## src/rtl/sdcmd_pkg.sv

```systemverilog
package sdcmd_pkg;
  localparam int BANK_BITS = 2;
  localparam int BANKS     = 1 << BANK_BITS;
  localparam int CMD_NUM   = 10;

  localparam int IDX_NOP   = 0;
  localparam int IDX_ACT   = 1;
  localparam int IDX_RD    = 2;
  localparam int IDX_WR    = 3;
  localparam int IDX_BST   = 4;
  localparam int IDX_PRE   = 5;
  localparam int IDX_PREA  = 6;
  localparam int IDX_AREF  = 7;
  localparam int IDX_SREF  = 8;
  localparam int IDX_MRS   = 9;

  typedef enum logic [1:0] {
    PWR_RUN    = 2'd0,
    PWR_PRE_PD = 2'd1,
    PWR_ACT_PD = 2'd2,
    PWR_SELF   = 2'd3
  } pwr_e;

  // strobes from control to the bank datapath
  typedef struct packed {
    logic [BANKS-1:0] openMask;
    logic [BANKS-1:0] closeMask;
    logic             refPost;
    logic             bstSet;
    logic             bstClr;
  } strobe_t;
endpackage

```

## src/rtl/bank_dp.sv

```systemverilog
module bank_dp
  import sdcmd_pkg::*;
#(
  parameter int ACT_TO_RW     = 3,
  parameter int REF_POST_MAX  = 8,
  parameter int RETIRE_CYCLES = 64
) (
  input  logic             clk,
  input  logic             rstN,
  input  strobe_t          strb,
  output logic [BANKS-1:0] bankActive,
  output logic [BANKS-1:0] bankReady,
  output logic             refFull,
  output logic             bstOk
);
  localparam int TW = $clog2(ACT_TO_RW + 1);
  localparam int PW = $clog2(REF_POST_MAX + 1);
  localparam int KW = $clog2(RETIRE_CYCLES);

  for (genvar i = 0; i < BANKS; i++) begin : g_bank
    logic [TW-1:0] sinceAct;
    always_ff @(posedge clk or negedge rstN) begin
      if (!rstN) begin
        bankActive[i] <= 1'b0;
        sinceAct      <= TW'(ACT_TO_RW);
      end else begin
        if (strb.openMask[i])       bankActive[i] <= 1'b1;
        else if (strb.closeMask[i]) bankActive[i] <= 1'b0;
        if (strb.openMask[i])                    sinceAct <= TW'(1);
        else if (sinceAct < TW'(ACT_TO_RW))      sinceAct <= sinceAct + TW'(1);
      end
    end
    assign bankReady[i] = (sinceAct >= TW'(ACT_TO_RW));
  end

  logic [PW-1:0] postCnt;
  logic [KW-1:0] tickCnt;
  logic          tick;
  logic          retire;

  assign tick    = (tickCnt == KW'(RETIRE_CYCLES - 1));
  assign retire  = tick && (postCnt != '0);
  assign refFull = (postCnt == PW'(REF_POST_MAX));

  always_ff @(posedge clk or negedge rstN) begin
    if (!rstN) begin
      tickCnt <= '0;
      postCnt <= '0;
      bstOk   <= 1'b0;
    end else begin
      tickCnt <= tick ? '0 : tickCnt + KW'(1);
      postCnt <= postCnt + PW'(strb.refPost) - PW'(retire);
      if (strb.bstSet)      bstOk <= 1'b1;
      else if (strb.bstClr) bstOk <= 1'b0;
    end
  end

  AST_REF_CAP: assert property (@(posedge clk) disable iff (!rstN)
    postCnt <= PW'(REF_POST_MAX));
  AST_OPEN_TAKES: assert property (@(posedge clk) disable iff (!rstN)
    strb.openMask != '0 |=> (bankActive & $past(strb.openMask)) == $past(strb.openMask));
  AST_OPEN_CLOSE_APART: assert property (@(posedge clk) disable iff (!rstN)
    (strb.openMask & strb.closeMask) == '0);
endmodule

```

## src/rtl/cmd_ctrl.sv

```systemverilog
module cmd_ctrl
  import sdcmd_pkg::*;
(
  input  logic                 clk,
  input  logic                 rstN,
  input  logic                 csN,
  input  logic                 rasN,
  input  logic                 casN,
  input  logic                 weN,
  input  logic                 cke,
  input  logic [BANK_BITS-1:0] ba,
  input  logic                 a10,
  input  logic [BANKS-1:0]     bankActive,
  input  logic [BANKS-1:0]     bankReady,
  input  logic                 refFull,
  input  logic                 bstOk,
  output strobe_t              strb,
  output logic [CMD_NUM-1:0]   cmdPulse,
  output logic                 cmdLegal,
  output logic                 timingViol,
  output pwr_e                 pwrState
);
  logic [CMD_NUM-1:0] nextPulse;
  logic               nextLegal;
  logic               nextViol;
  pwr_e               nextPwr;
  logic [2:0]         code;
  logic [BANKS-1:0]   bankSel;
  logic               allIdle;
  logic               bankOn;

  assign code    = {rasN, casN, weN};
  assign bankSel = BANKS'(1) << ba;
  assign allIdle = (bankActive == '0);
  assign bankOn  = bankActive[ba];

  always_comb begin
    nextPulse = '0;
    nextLegal = 1'b0;
    nextViol  = 1'b0;
    nextPwr   = pwrState;
    strb      = '0;
    if (pwrState != PWR_RUN) begin
      if (cke) nextPwr = PWR_RUN;
    end else if (!cke) begin
      if (!csN && code == 3'b001) begin
        nextPulse[IDX_SREF] = 1'b1;
        nextLegal           = allIdle;
        nextPwr             = allIdle ? PWR_SELF : PWR_ACT_PD;
      end else begin
        nextPwr = allIdle ? PWR_PRE_PD : PWR_ACT_PD;
      end
    end else if (csN) begin
      nextPulse[IDX_NOP] = 1'b1;
      nextLegal          = 1'b1;
    end else begin
      unique case (code)
        3'b111: begin
          nextPulse[IDX_NOP] = 1'b1;
          nextLegal          = 1'b1;
        end
        3'b011: begin
          nextPulse[IDX_ACT] = 1'b1;
          nextLegal          = !bankOn;
          if (!bankOn) strb.openMask = bankSel;
        end
        3'b101, 3'b100: begin
          nextPulse[weN ? IDX_RD : IDX_WR] = 1'b1;
          nextLegal = bankOn;
          if (bankOn) begin
            nextViol = !bankReady[ba];
            if (a10) strb.closeMask = bankSel;
            if (weN && !a10) strb.bstSet = 1'b1;
            else             strb.bstClr = 1'b1;
          end
        end
        3'b110: begin
          nextPulse[IDX_BST] = 1'b1;
          nextLegal          = bstOk;
          strb.bstClr        = bstOk;
        end
        3'b010: begin
          nextPulse[a10 ? IDX_PREA : IDX_PRE] = 1'b1;
          nextLegal      = 1'b1;
          strb.closeMask = a10 ? '1 : bankSel;
          strb.bstClr    = 1'b1;
        end
        3'b001: begin
          nextPulse[IDX_AREF] = 1'b1;
          nextLegal           = allIdle && !refFull;
          strb.refPost        = allIdle && !refFull;
        end
        default: begin
          nextPulse[IDX_MRS] = 1'b1;
          nextLegal          = allIdle;
        end
      endcase
    end
  end

  always_ff @(posedge clk or negedge rstN) begin
    if (!rstN) begin
      cmdPulse   <= '0;
      cmdLegal   <= 1'b0;
      timingViol <= 1'b0;
      pwrState   <= PWR_RUN;
    end else begin
      cmdPulse   <= nextPulse;
      cmdLegal   <= nextLegal;
      timingViol <= nextViol;
      pwrState   <= nextPwr;
    end
  end

  AST_ONEHOT_PULSE: assert property (@(posedge clk) disable iff (!rstN)
    $onehot0(cmdPulse));
  AST_LEGAL_NEEDS_PULSE: assert property (@(posedge clk) disable iff (!rstN)
    cmdLegal |-> cmdPulse != '0);
  AST_BST_NEEDS_READ: assert property (@(posedge clk) disable iff (!rstN)
    (cmdPulse[IDX_BST] && cmdLegal) |-> $past(bstOk));
  AST_QUIET_LOWPWR: assert property (@(posedge clk) disable iff (!rstN)
    $past(pwrState) != PWR_RUN |-> cmdPulse == '0);
  AST_PD_KIND: assert property (@(posedge clk) disable iff (!rstN)
    ($past(pwrState) == PWR_RUN && pwrState == PWR_PRE_PD) |-> $past(bankActive) == '0);
endmodule

```

## src/rtl/sdram_cmd_tracker.sv

```systemverilog
module sdram_cmd_tracker
  import sdcmd_pkg::*;
#(
  parameter int ACT_TO_RW     = 3,
  parameter int REF_POST_MAX  = 8,
  parameter int RETIRE_CYCLES = 64
) (
  input  logic                 clk,
  input  logic                 rstN,
  input  logic                 csN,
  input  logic                 rasN,
  input  logic                 casN,
  input  logic                 weN,
  input  logic                 cke,
  input  logic [BANK_BITS-1:0] ba,
  input  logic                 a10,
  output logic [CMD_NUM-1:0]   cmdPulse,
  output logic                 cmdLegal,
  output logic                 timingViol,
  output logic [BANKS-1:0]     bankActive,
  output logic [1:0]           pwrState
);
  strobe_t          strb;
  logic [BANKS-1:0] bankReady;
  logic             refFull;
  logic             bstOk;
  pwr_e             pwrCur;

  assign pwrState = pwrCur;

  cmd_ctrl u_ctrl (
    .clk(clk), .rstN(rstN), .csN(csN), .rasN(rasN), .casN(casN), .weN(weN),
    .cke(cke), .ba(ba), .a10(a10), .bankActive(bankActive), .bankReady(bankReady),
    .refFull(refFull), .bstOk(bstOk), .strb(strb), .cmdPulse(cmdPulse),
    .cmdLegal(cmdLegal), .timingViol(timingViol), .pwrState(pwrCur)
  );

  bank_dp #(
    .ACT_TO_RW(ACT_TO_RW), .REF_POST_MAX(REF_POST_MAX), .RETIRE_CYCLES(RETIRE_CYCLES)
  ) u_dp (
    .clk(clk), .rstN(rstN), .strb(strb), .bankActive(bankActive),
    .bankReady(bankReady), .refFull(refFull), .bstOk(bstOk)
  );
endmodule

```

## config.mk

```make
export PLATFORM = sky130hd
export DESIGN_NAME = sdram_cmd_tracker
export DESIGN_NICKNAME = d
export VERILOG_FILES = /design/src/rtl/sdcmd_pkg.sv /design/src/rtl/bank_dp.sv /design/src/rtl/cmd_ctrl.sv /design/src/rtl/sdram_cmd_tracker.sv
export SDC_FILE = /design/constraint.sdc
export NUM_CORES = 1
export LEC_CHECK = 0
export BUFFER_PORTS_ARGS = -buffer_cell sky130_fd_sc_hd__buf_4
export CAP_MARGIN = 10
export CORE_MARGIN = 4
export CORE_UTILIZATION = 30
export CTS_CLUSTER_SIZE = 8
export DETAILED_ROUTE_END_ITERATION = 8
export PLACE_DENSITY = 0.55
export SETUP_SLACK_MARGIN = 0.15
export SYNTH_ARGS = -nofsm -noshare
export SYNTH_HDL_FRONTEND = slang
export SYNTH_SLANG_ARGS = --single-unit
```

## constraint.sdc

```tcl
create_clock -name clk -period 2 [get_ports clk]
set_input_delay 0.2 -clock clk [delete_from_list [all_inputs] [get_ports clk]]
set_output_delay 0.2 -clock clk [all_outputs]
set_load 0.01 [all_outputs]
```

# Yosys cells after proc, flatten, opt, wreduce, memory -nomap -nowiden
# Cells that the tools add are included.
# classes
shift	1
addsub	7
magnitude_cmp	13
mux	75
reduce_logical	27
n_eq_ne	11
# ops
cell	count
32-bit by 1-bit greater-or-equal comparator with 1-bit output, second input constant	2
32-bit by 6-bit < comparator with 1-bit output, second input constant	2
1-bit 2-to-1 mux	33
11-bit 2-to-1 mux	3
2-bit 2-to-1 mux	15
4-bit 2-to-1 mux	5
2-bit nonzero test	10
1-bit case mux with 3 select lines	6
3-bit == test, second input constant	4
10-bit 2-to-1 mux	1
9-bit 2-to-1 mux	1
2-bit by 1-bit adder with 2-bit output, second input constant	4
1-bit demux with 4-bit select	2
2-bit greater-or-equal comparator, second input constant	4
2-bit < comparator, second input constant	4
8-bit 2-to-1 mux	1
2-bit case mux with 2 select lines	2
4-bit case mux with 2 select lines	1
6-bit by 1-bit adder with 6-bit output, second input constant	1
3-bit by 2-bit == test with 1-bit output, second input constant	2
6-bit == test, second input constant	1
1-bit logical AND	6
6-bit 2-to-1 mux	1
1-bit zero test	5
other kinds (16)	18
# totals
inputBits	10
out_inout_bits	18
wordCells	149
reg_bits	37

# Longest topological paths before layout
# logic_depth
word_depth	10
ltp_mapped	9

# Cells and area by module
# From an unflattened synthesis, not the netlist that was laid out.
# hier_totals
cells_unflattened	172
hier_area_um2	1833.0
# by_module_without_submodules
module	cells_each	seq_area_each_um2	area_per_inst_um2	n_inst
bank_dp	88	585.6	1069.8	1
cmd_ctrl	84	350.3	763.2	1

# Worst setup path after synthesis
# OpenSTA, ideal clock, no wires.
# synth_path
kind	register to register
from	register u_dp.bankActive[0]
to	register u_dp.postCnt[1]
n_path_buf	0
required_ns	1.864
stages_incl_launch_ff	6
period_less_slack_ns	2.131
t_arrival_ns	1.995
setup_slack_ns	-0.131
cell_sequence	dfrtp_1 or4_1 a21o_1 nor4_1 ha_1 fa_1
# synth_between
elab_chain_cells	8
# synth_lines
item	line	source
start, declared	bank_dp.sv:11	output logic [BANKS-1:0] bankActive,
start signal, assigned by index	bank_dp.sv:24	bankActive[i] <= 1'b0;
start signal, assigned by index	bank_dp.sv:27	if (strb.openMask[i]) bankActive[i] <= 1'b1;
start signal, assigned by index	bank_dp.sv:28	else if (strb.closeMask[i]) bankActive[i] <= 1'b0;
4-bit zero test	cmd_ctrl.sv:34	assign allIdle = (bankActive == '0);
1-bit logical AND	cmd_ctrl.sv:91	strb.refPost = allIdle && !refFull;
1-bit 2-to-1 mux	cmd_ctrl.sv:57	unique case (code)
11-bit 2-to-1 mux	cmd_ctrl.sv:53	end else if (csN) begin
11-bit 2-to-1 mux	cmd_ctrl.sv:45	end else if (!cke) begin
11-bit 2-to-1 mux	cmd_ctrl.sv:43	if (pwrState != PWR_RUN) begin
4-bit by 1-bit adder with 4-bit output	bank_dp.sv:52	postCnt <= postCnt + PW'(strb.refPost) - PW'(retire);
4-bit by 1-bit subtractor with 4-bit output	bank_dp.sv:52	
end signal, assigned	bank_dp.sv:52	
end, declared	bank_dp.sv:36	logic [PW-1:0] postCnt;
# Every way passes these cells.
# A chain may end at the register's enable or synchronous reset.

# Worst setup path after layout
# layout_path
from	register u_dp.bankActive[3]
to	register u_dp.postCnt[1]
# Same word-level chain as after synthesis.

==> qor.txt <==
Final hold slack: 0.0936 ns
Fmax: 489 MHz
Setup WS pre-CTS: -0.0579 ns
Die Footprint: 7470 um^2
Number of global-route vias before repair: 1,486
Critical Path End Type: register
Clock sink count: 37
Total CTS buffers: 5
Core Area: 5960 um^2
Data required, critical path: 2.16 ns
# diodes: 0
Slew Viols, Final: 0
# IOs: 28
CP startpoint kind: register
Status: finished, violations left
Rows: 28
CTS tree: yes
Leading cell type in the layout, fill and taps excluded: buf_4
Die height: 86.4 um
Overall Global Routing Usage: 0.118
Post-layout util: 0.416
Area delta synth->final: 34.2%
CP max FO: 2
FF+latch count, synth: 37
WP buf/inv: 0
Avg Cell Area, Syn: 10.6 um^2
Layout cell share with drive strength beyond 1: 0.395
Post-synthesis sequential area ratio: 0.507
Slew HR: 0.659
Post-place instance area: 2260 um^2
Slowest-stage cell, CP: or4_4
Power Dens Cells: 809 nW/um^2
CTS root buffer: clkbuf_8
H-tree lvl count: 2
Clk Latency, worst-skew pair: 0.29 ns
Commonest non-fill, non-tap cells in the layout: 42 x buf_4, 29 x dfrtp_1, 18 x nor2_1
Final instance area: 2480 um^2
Final Hold Fails: 0
Clock-pin slew on the worst setup and hold paths: 0.07 ns
Layout Nets: 244
Critical path class: reg2reg
RSZ-0062 raised after global routing: yes
Peak supply drop: 0.000578 V
Number of synthesized flops with an enable pin: 0
Synth Cell Area: 1850 um^2
Drt total wl: 4.12 mm
Yosys top cell area share: 0.393
Clock Path Buffers: 2
Hold Path Class: in2reg
Final setup violation count: 1
Crit-path leading delay family: simple AND/OR/NAND/NOR gates
Clk_skew: 0.00560 ns
Max Cap Violations: 0
Syn Inst Count: 174
Routed WL per cell: 13.8 um
Cell Chain, Critical Path: or4_4, a21o_1, nor4_2, ha_2, fa_1
Final WS setup: -0.0447 ns
Worst path arrival time: 2.21 ns
Gr ovfl total: 0
Post-synth cell types: 38
Top FF cell, synth: dfrtp_1
Yosys synthesis warning count: 0
Initial antenna violation count: 0
Antenna viol nets, final: 0
DP HPWL: 2.95 mm
Initial core utilization: 0.310
Via count: 1,450
Post-route DRC violation count: 0
Worst-margin pin slew: 0.506 ns
Failing checks: setup timing
Initial drt markers: 55
Routed vias/inst: 4.87
Asr flop ratio synth: 1.00
Slowest stage delay, CP: 0.53 ns
Port Buffers: 27
Main area contributors after synthesis: dfrtp_1 39%, dfstp_2 11%, ha_1 7.5%
Die width: 86.4 um
Leakage: 1.15 nW
First-pass DRT Iterations: 4
Synth area leader: dfrtp_1
Routability Congestion: 0.824
Maximum number of pins on one net before global-route repair: 38
Synthesized Nets: 196
Min Tclk post-route: 2.04 ns
Tcrit/Tclk final: 1.02
First-pass GRT wire length: 6.91 mm
-- logic make-up after synthesis --
kind of cell | count (synthesis) | synth area share
compound gates | 21 | 0.0753
xor+xnor | 9 | 0.0427
fa+ha+maj | 12 | 0.0854
buf+inv | 15 | 0.0319
flops | 37 | 0.507
mux | 6 | 0.0461
simple gates | 74 | 0.212
-- cell usage after synthesis (4+ instances only) --
master / instances
clkbuf_1: 4
inv_1: 9
nor2_1: 18
ha_1: 11
nand2_1: 16
mux2i_1: 4
nor2b_1: 4
dfstp_2: 8
nand3_1: 13
xor2_1: 8
dfrtp_1: 29
a21oi_1: 6
nor3_1: 4
-- power breakdown --
group,switching (mW),internal (mW)
Clock,0.259,0.241
Combinational,0.265,0.256
Sequential,0.0591,0.922
-- state kept, by name, indices dropped and copies added, names as in the netlist --
signal / cells
u_ctrl.cmdLegal: 1
u_dp.g_bank.sinceAct: 8
u_ctrl.pwrState: 2
u_dp.bstOk: 1
u_ctrl.cmdPulse: 10
u_ctrl.timingViol: 1
u_dp.postCnt: 4
u_dp.bankActive: 4
u_dp.tickCnt: 6
-- routing by layer --
metal	up-vias	global-route usage	wire, um
met5	-	0	0
met4	0	0.0425	60
met3	7	0.0323	199
met2	28	0.191	2020
met1	706	0.150	1840
li1	709	-	-
-- worst reg2reg max path, stage by stage, from the launching register on --
cell and delay (ns):
dfrtp_1 0.38, or4_4 0.53, a21o_1 0.19, nor4_2 0.15
ha_2 0.24, fa_1 0.43
-- path summary, 6_finish.rpt --
check	cells after the start	to	startpoint	slack (ns)
max	5	u_dp.postCnt[1]	u_dp.bankActive[3]	-0.04
min	2	u_ctrl.cmdPulse[5]	a10	0.09
max reg2reg	5	u_dp.postCnt[1]	u_dp.bankActive[3]	-0.04
min reg2reg	1	u_dp.tickCnt[5]	u_dp.tickCnt[5]	0.49
max in group asynchronous	2	u_dp.g_bank[0].sinceAct[0]	rstN	1.23
min in group asynchronous	2	u_ctrl.pwrState[0]	rstN	0.41
-- final cells by class --
cell class	count	area, um^2
multi-input cells	122	960
clock buffers	6	72.6
flip-flops and latches	37	936
fillers	595	3480
clock inverters	2	10.0
well taps	75	93.8
inverters	9	33.8
repair buffers	47	370
-- repair_timing --
item,4_1_cts,5_1_grt
buffers inserted,1,2
hold endpoints to repair,29,0
pin swaps,0,8
gates resized for setup,2,23
cloned,0,0
endpoints found under the setup margin,9,11
hold buffers,1,0
-- per-stage QoR --
stage / power (mW) / cells / TNS (ns)
final: 2.00 / 298 / -0.0447
after global routing: 2.15 / 298 / -0.117
after CTS: 2.01 / 296 / -0.0567
after detailed placement: 1.50 / 286 / -0.0579
after global placement: 1.48 / 286 / 0
after floorplan: 1.36 / 174 / -0.0691
(Power assumes the default switching activity.)
